### src/rtl/i2c_stx_pkg.sv
package i2c_stx_pkg;
  typedef enum logic [2:0] {
    ST_IDLE, ST_ADDR, ST_AACK, ST_DATA, ST_MACK, ST_FILL
  } stx_state_e;

  localparam int IRQ_N     = 3;
  localparam int IRQ_DONE  = 0;
  localparam int IRQ_ABORT = 1;
  localparam int IRQ_ERR   = 2;
endpackage

### src/rtl/i2c_stx_sync.sv
module i2c_stx_sync #(
  parameter int STAGES = 2,
  parameter int W      = 2
) (
  input  logic         clk,
  input  logic         rst,
  input  logic [W-1:0] din,
  output logic [W-1:0] dout
);
  logic [W-1:0] pipe [STAGES];

  always_ff @(posedge clk) begin
    if (rst) begin
      for (int i = 0; i < STAGES; i++) pipe[i] <= '1;
    end else begin
      pipe[0] <= din;
      for (int i = 1; i < STAGES; i++) pipe[i] <= pipe[i-1];
    end
  end

  assign dout = pipe[STAGES-1];
endmodule

### src/rtl/i2c_stx_cond.sv
module i2c_stx_cond (
  input  logic clk,
  input  logic rst,
  input  logic scl,
  input  logic sda,
  output logic scl_rise,
  output logic scl_fall,
  output logic bus_start,
  output logic bus_stop
);
  logic scl_q, sda_q;

  always_ff @(posedge clk) begin
    if (rst) begin
      scl_q <= 1'b1;
      sda_q <= 1'b1;
    end else begin
      scl_q <= scl;
      sda_q <= sda;
    end
  end

  assign scl_rise  = scl & ~scl_q;
  assign scl_fall  = ~scl & scl_q;
  assign bus_start = scl & scl_q & sda_q & ~sda;
  assign bus_stop  = scl & scl_q & ~sda_q & sda;
endmodule

### src/rtl/i2c_stx_fsm.sv
module i2c_stx_fsm
  import i2c_stx_pkg::*;
#(
  parameter int AW = 7,
  parameter int DW = 8
) (
  input  logic          clk,
  input  logic          rst,
  input  logic          sda,
  input  logic          scl_rise,
  input  logic          scl_fall,
  input  logic          bus_start,
  input  logic          bus_stop,
  input  logic [AW-1:0] own_addr,
  input  logic [DW-1:0] tx_data,
  input  logic          tx_valid,
  input  logic          tx_last,
  output logic          tx_ready,
  output logic          sda_oe,
  output logic [IRQ_N-1:0] evt_set
);
  localparam int SHW  = AW + 1;
  localparam int MAXB = (SHW > DW) ? SHW : DW;
  localparam int CW   = $clog2(MAXB + 1);

  stx_state_e      state;
  logic [SHW-1:0]  ash;
  logic [DW-1:0]   dsh;
  logic [CW-1:0]   cnt;
  logic            last_r, ack_r;
  logic            addr_hit, pop;

  assign addr_hit = (ash[SHW-1:1] == own_addr) && ash[0];

  always_comb begin
    pop = 1'b0;
    if (!bus_start && !bus_stop && scl_fall) begin
      if (state == ST_ADDR && cnt == CW'(SHW) && addr_hit && tx_valid) pop = 1'b1;
      if (state == ST_MACK && ack_r && tx_valid) pop = 1'b1;
    end
  end
  assign tx_ready = pop;

  always_ff @(posedge clk) begin
    if (rst) begin
      state   <= ST_IDLE;
      ash     <= '0;
      dsh     <= '0;
      cnt     <= '0;
      last_r  <= 1'b0;
      ack_r   <= 1'b0;
      sda_oe  <= 1'b0;
      evt_set <= '0;
    end else begin
      evt_set <= '0;
      if (bus_start) begin
        state  <= ST_ADDR;
        cnt    <= '0;
        sda_oe <= 1'b0;
      end else if (bus_stop) begin
        state  <= ST_IDLE;
        sda_oe <= 1'b0;
      end else begin
        case (state)
          ST_ADDR: begin
            if (scl_rise && cnt < CW'(SHW)) begin
              ash <= {ash[SHW-2:0], sda};
              cnt <= cnt + 1'b1;
            end else if (scl_fall && cnt == CW'(SHW)) begin
              if (addr_hit && tx_valid) begin
                dsh    <= tx_data;
                last_r <= tx_last;
                sda_oe <= 1'b1;
                state  <= ST_AACK;
              end else begin
                if (addr_hit) evt_set[IRQ_ERR] <= 1'b1;
                state <= ST_IDLE;
              end
            end
          end
          ST_AACK: begin
            if (scl_fall) begin
              sda_oe <= ~dsh[DW-1];
              cnt    <= '0;
              state  <= ST_DATA;
            end
          end
          ST_DATA: begin
            if (scl_fall) begin
              if (cnt == CW'(DW-1)) begin
                sda_oe <= 1'b0;
                state  <= ST_MACK;
                evt_set[IRQ_DONE] <= last_r;
              end else begin
                sda_oe <= ~dsh[DW-2];
                dsh    <= dsh << 1;
                cnt    <= cnt + 1'b1;
              end
            end
          end
          ST_MACK: begin
            if (scl_rise) ack_r <= ~sda;
            else if (scl_fall) begin
              if (!ack_r) begin
                evt_set[IRQ_ABORT] <= 1'b1;
                state <= ST_IDLE;
              end else if (tx_valid) begin
                dsh    <= tx_data;
                last_r <= tx_last;
                sda_oe <= ~tx_data[DW-1];
                cnt    <= '0;
                state  <= ST_DATA;
              end else begin
                evt_set[IRQ_ERR] <= 1'b1;
                state <= ST_FILL;
              end
            end
          end
          default: ;
        endcase
      end
    end
  end

  AST_ACK_ON_MATCH: assert property (@(posedge clk) disable iff (rst)
    (state == ST_AACK) |-> (ash[SHW-1:1] == own_addr && ash[0] && sda_oe));
  AST_POP_THEN_DRIVE: assert property (@(posedge clk) disable iff (rst)
    tx_ready |=> (state == ST_AACK || state == ST_DATA));
  AST_IDLE_RELEASED: assert property (@(posedge clk) disable iff (rst)
    (state == ST_IDLE) |-> !sda_oe);
  AST_MACK_RELEASED: assert property (@(posedge clk) disable iff (rst)
    (state == ST_MACK) |-> !sda_oe);
  AST_FILL_RELEASED: assert property (@(posedge clk) disable iff (rst)
    (state == ST_FILL) |-> !sda_oe);
  AST_RESTART_CLEARS: assert property (@(posedge clk) disable iff (rst)
    bus_start |=> (state == ST_ADDR && cnt == '0));
endmodule

### src/rtl/i2c_stx_irq.sv
module i2c_stx_irq #(
  parameter int N = 3
) (
  input  logic         clk,
  input  logic         rst,
  input  logic [N-1:0] set,
  input  logic [N-1:0] clr,
  input  logic [N-1:0] mask,
  output logic [N-1:0] status,
  output logic         irq
);
  for (genvar i = 0; i < N; i++) begin : g_src
    always_ff @(posedge clk) begin
      if (rst) status[i] <= 1'b0;
      else     status[i] <= (status[i] & ~clr[i]) | set[i];
    end

    AST_CLEAR_WORKS: assert property (@(posedge clk) disable iff (rst)
      (clr[i] && !set[i]) |=> !status[i]);
  end

  always_ff @(posedge clk) begin
    if (rst) irq <= 1'b0;
    else     irq <= |(status & mask);
  end

  AST_IRQ_GATED: assert property (@(posedge clk) disable iff (rst)
    irq |-> $past(|(status & mask)));
endmodule

### src/rtl/i2c_slave_tx.sv
module i2c_slave_tx
  import i2c_stx_pkg::*;
#(
  parameter int ADDR_W      = 7,
  parameter int DATA_W      = 8,
  parameter int SYNC_STAGES = 2
) (
  input  logic              clk,
  input  logic              rst,
  input  logic              scl_in,
  input  logic              sda_in,
  output logic              sda_oe,
  input  logic [ADDR_W-1:0] own_addr,
  input  logic [DATA_W-1:0] tx_data,
  input  logic              tx_valid,
  input  logic              tx_last,
  output logic              tx_ready,
  input  logic [IRQ_N-1:0]  irq_mask,
  input  logic [IRQ_N-1:0]  irq_clr,
  output logic [IRQ_N-1:0]  irq_status,
  output logic              irq
);
  logic [1:0]       lines_s;
  logic             scl_rise, scl_fall, bus_start, bus_stop;
  logic [IRQ_N-1:0] evt_set;

  i2c_stx_sync #(.STAGES(SYNC_STAGES), .W(2)) u_sync (
    .clk(clk), .rst(rst), .din({scl_in, sda_in}), .dout(lines_s)
  );

  i2c_stx_cond u_cond (
    .clk(clk), .rst(rst), .scl(lines_s[1]), .sda(lines_s[0]),
    .scl_rise(scl_rise), .scl_fall(scl_fall),
    .bus_start(bus_start), .bus_stop(bus_stop)
  );

  i2c_stx_fsm #(.AW(ADDR_W), .DW(DATA_W)) u_fsm (
    .clk(clk), .rst(rst), .sda(lines_s[0]),
    .scl_rise(scl_rise), .scl_fall(scl_fall),
    .bus_start(bus_start), .bus_stop(bus_stop),
    .own_addr(own_addr), .tx_data(tx_data), .tx_valid(tx_valid),
    .tx_last(tx_last), .tx_ready(tx_ready), .sda_oe(sda_oe),
    .evt_set(evt_set)
  );

  i2c_stx_irq #(.N(IRQ_N)) u_irq (
    .clk(clk), .rst(rst), .set(evt_set), .clr(irq_clr),
    .mask(irq_mask), .status(irq_status), .irq(irq)
  );
endmodule

### config.mk
export PLATFORM = sky130hd
export DESIGN_NAME = i2c_slave_tx
export DESIGN_NICKNAME = d
export VERILOG_FILES = /design/src/rtl/i2c_stx_pkg.sv /design/src/rtl/i2c_stx_sync.sv /design/src/rtl/i2c_stx_cond.sv /design/src/rtl/i2c_stx_fsm.sv /design/src/rtl/i2c_stx_irq.sv /design/src/rtl/i2c_slave_tx.sv
export SDC_FILE = /design/constraint.sdc
export NUM_CORES = 1
export LEC_CHECK = 0
export ABC_AREA = 1
export BUFFER_PORTS_ARGS = -buffer_cell sky130_fd_sc_hd__buf_4
export CAP_MARGIN = 20
export CORE_MARGIN = 2
export CORE_UTILIZATION = 50
export CTS_CLUSTER_SIZE = 30
export DETAILED_ROUTE_END_ITERATION = 12
export HOLD_SLACK_MARGIN = 0.15
export PLACE_DENSITY = 0.73
export SYNTH_ARGS = -nofsm -noshare
export SYNTH_HDL_FRONTEND = slang
export SYNTH_SLANG_ARGS = --single-unit
export TNS_END_PERCENT = 30
### constraint.sdc
create_clock -name clk -period 1.5 [get_ports clk]
set_input_delay 0 -clock clk [delete_from_list [all_inputs] [get_ports clk]]
set_output_delay 0 -clock clk [all_outputs]
set_load 0.1 [all_outputs]
==> results.toml <==
[global_route]
first_global_vias = 2128
grt_max_degree = 20
grt_pass1_wl_um = 9040
grt.overflow.total = 0
antenna_found_initial = 0
track_usage_pct = 26.7

[clock_tree]
cts_made_buffers = 5
cts_root_buf = "clkbuf_8"
htree_num_levels = 2
tritoncts = "built"
cts_sinks = 39
clock_path_buffers = 2
clk_pin_slew_ns = 0.07
clk_latency_ns = 0.29

[final_layout]
final_cell_mix = "buf_4, nand2_1, inv_1"
n_antenna_cell = 0
syn2layout_area_growth_pct = 60.3
fin_nets = 437
stdcell_count = 457
drive_gt1_share_pct = 38.9
mostFrequentLayoutCell = "buf_4"

[synth]
ys_seq_area_share_pct = 39.6
synth_edf_count = 0
synth-seq-cells = 39
synth_area_sq_um = 1970
synthDistinctLibCells = 28
syn_area_per_cell_sq_um = 6.48
ys.flop_type = "dfxtp_1"
async_flop_share_pct = 0
synth_nets = 333
ys.warnings.count = 0
syn_inst = 304

[floorplan]
num_rows = 22
die_h_um = 66.8
die-area_sq_um = 4460
die-width_um = 66.8
io_pins = 33
core_area_sq_um = 3720
start_util_pct = 53.0

[placed_design]
dp_hpwl_um = 3410
finalWeightedCongestion = 0.879
placed_cells = 419
port_buffers = 32

[drt]
drc = 0
vias_per_cell = 5.03
wl_per_cell_um = 13.0
postRouteAntennaNets = 0
first_pass_iters = 4
initialDrtViolationCount = 150
wirelength_um = 5940
num_vias = 2298

[worst_hold_path]
worstHoldPathType = "in -> reg"
hold_depth = 7

[pwr]
total_leakage_power_uw = 0.00148
p_total_uw = 4570
ir_worst_vdd_v = 0.00121
p_per_area_nw_per_um2 = 1450

[critical_path]
setup.worst_path.class = "reg -> out"
r2r_start = "u_fsm.cnt[0]"
start_kind = "flop"
cp_max_fo = 5
rrSetupSlack_ns = -0.15
setup.worst_path.end = "tx_ready"
reg2reg_depth = 11
end_kind = "output pin"
setup.worst_path.start = "u_fsm.state[0]"
crit_arrival_ns = 1.73
required_ns = 1.50
timing.rr.end = "u_fsm.dsh[2]"

[flow_run]
maxCapViolCount = 0

[sta]
setup_slack_ns = -0.227
tightest_slew_ns = 0.578
skew_ns = 0.00453
period_share_pct = 115
rsz0062_at_grt = "true"
drv_slew = 0
min_period_ns = 1.73
fmax_mhz = 579
hold_viol = 0
setup_viol = 17
setup_tns_ns = -1.41
slew_headroom_pct = 61.4

[run_status]
status = "finished with violations"
violations = "setup timing"
==> worst min path at each step <==
stage,from,end,slack (ns)
floorplan,rst,u_fsm.evt_set[0],0.08
global placement,scl_in,u_sync.pipe[0][1],0.19
detailed placement,sda_in,u_sync.pipe[0][0],0.19
CTS,own_addr[0],u_fsm.evt_set[2],0.16
global route,own_addr[0],u_fsm.evt_set[2],0.30
finish,own_addr[0],u_fsm.evt_set[2],0.28
==> through the flow <==
step	area, sq um	setup slack, ns	hold WS [ns]	utilization (%)
floorplan	1980	-0.00353	0.0760	-
global placement	2550	-0.137	0.186	68.6
detailed placement	2550	-0.209	0.188	68.6
CTS	2980	-0.149	0.164	80.3
global route	3160	-0.281	0.302	85.0
finish	3160	-0.227	0.283	85.0
==> logic make-up after synthesis <==
| group | Yosys count | share of synthesized area [%] |
|---|---|---|
| DFF | 39 | 39.6 |
| buffers and inverters | 57 | 11.6 |
| xor gates and xnor gates | 1 | 0.445 |
| AOI/OAI and AO/OA | 51 | 13.0 |
| and+or+nand+nor | 154 | 34.0 |
| adders and majority gates | 2 | 1.27 |
==> power breakdown <==
part	total [uW]	leakage, uW	switching [uW]	internal (uW)
Clock	690	0.0000422	364	327
Sequential	1390	0.000321	152	1240
Combinational	2480	0.00112	1460	1030
Total	4570	0.00148	1970	2590
==> cell usage after synthesis (all sizes together), types with 2 or more instances <==
master | count | share of area [%]
or2 | 5 | 1.6
clkbuf | 2 | 0.38
dfxtp | 39 | 40
buf | 3 | 1.2
ha | 2 | 1.3
o21ai | 30 | 7.6
nor3 | 4 | 1.3
nand3 | 18 | 5.1
nor2 | 47 | 9.6
a21oi | 20 | 5.1
nand2 | 76 | 15
nand4 | 2 | 0.63
inv | 52 | 10
==> area by class of cell <==
class | count | area [sq um]
clock buffer | 7 | 76.3
inverter | 52 | 200
clock inverter | 1 | 5.00
tap | 48 | 60.1
timing repair buffer | 101 | 832
fill | 231 | 558
sequential | 39 | 801
multi-input combinational | 209 | 1180
==> worst max-delay path, stage by stage (launching register included) <==
cell,delay (ns)
dfxtp_4,0.39
nor2_4,0.15
nand2_8,0.09
buf_4,0.14
nor2_1,0.17
nand3_1,0.19
nand2_4,0.13
buf_12,0.17
==> what timing repair did <==
action / CTS / global route
pin swaps: 11 / 18
gates resized for setup: 37 / 41
setup endpoints to repair: 20 / 20
setup buffers: 2 / 7
gates cloned: 1 / 0
hold endpoints to repair: 22 / 0
hold buffers: 20 / 0
==> layer usage <==
metal	share of wire, %	up-vias	track usage [%]	wire length (um)
met1	42	1071	30.6	2490
met3	4.2	15	5.41	247
met5	0	-	0	0
met4	2.1	0	11.2	125
li1	-	1153	-	-
met2	52	59	47.9	3080
==> flip-flops by register name (all words and copies together) (netlist names) <==
| signal | cells |
|---|---|
| u_fsm.cnt | 4 |
| u_cond.sda_q | 1 |
| u_sync.pipe | 4 |
| u_fsm.ack_r | 1 |
| u_cond.scl_q | 1 |
| u_fsm.state | 3 |
| u_fsm.last_r | 1 |
| u_fsm.ash | 8 |
| u_fsm.dsh | 8 |
| u_irq.status | 3 |
| u_fsm.sda_oe | 1 |
| u_irq.irq | 1 |
| u_fsm.evt_set | 3 |
(Power assumes the default switching activity.)
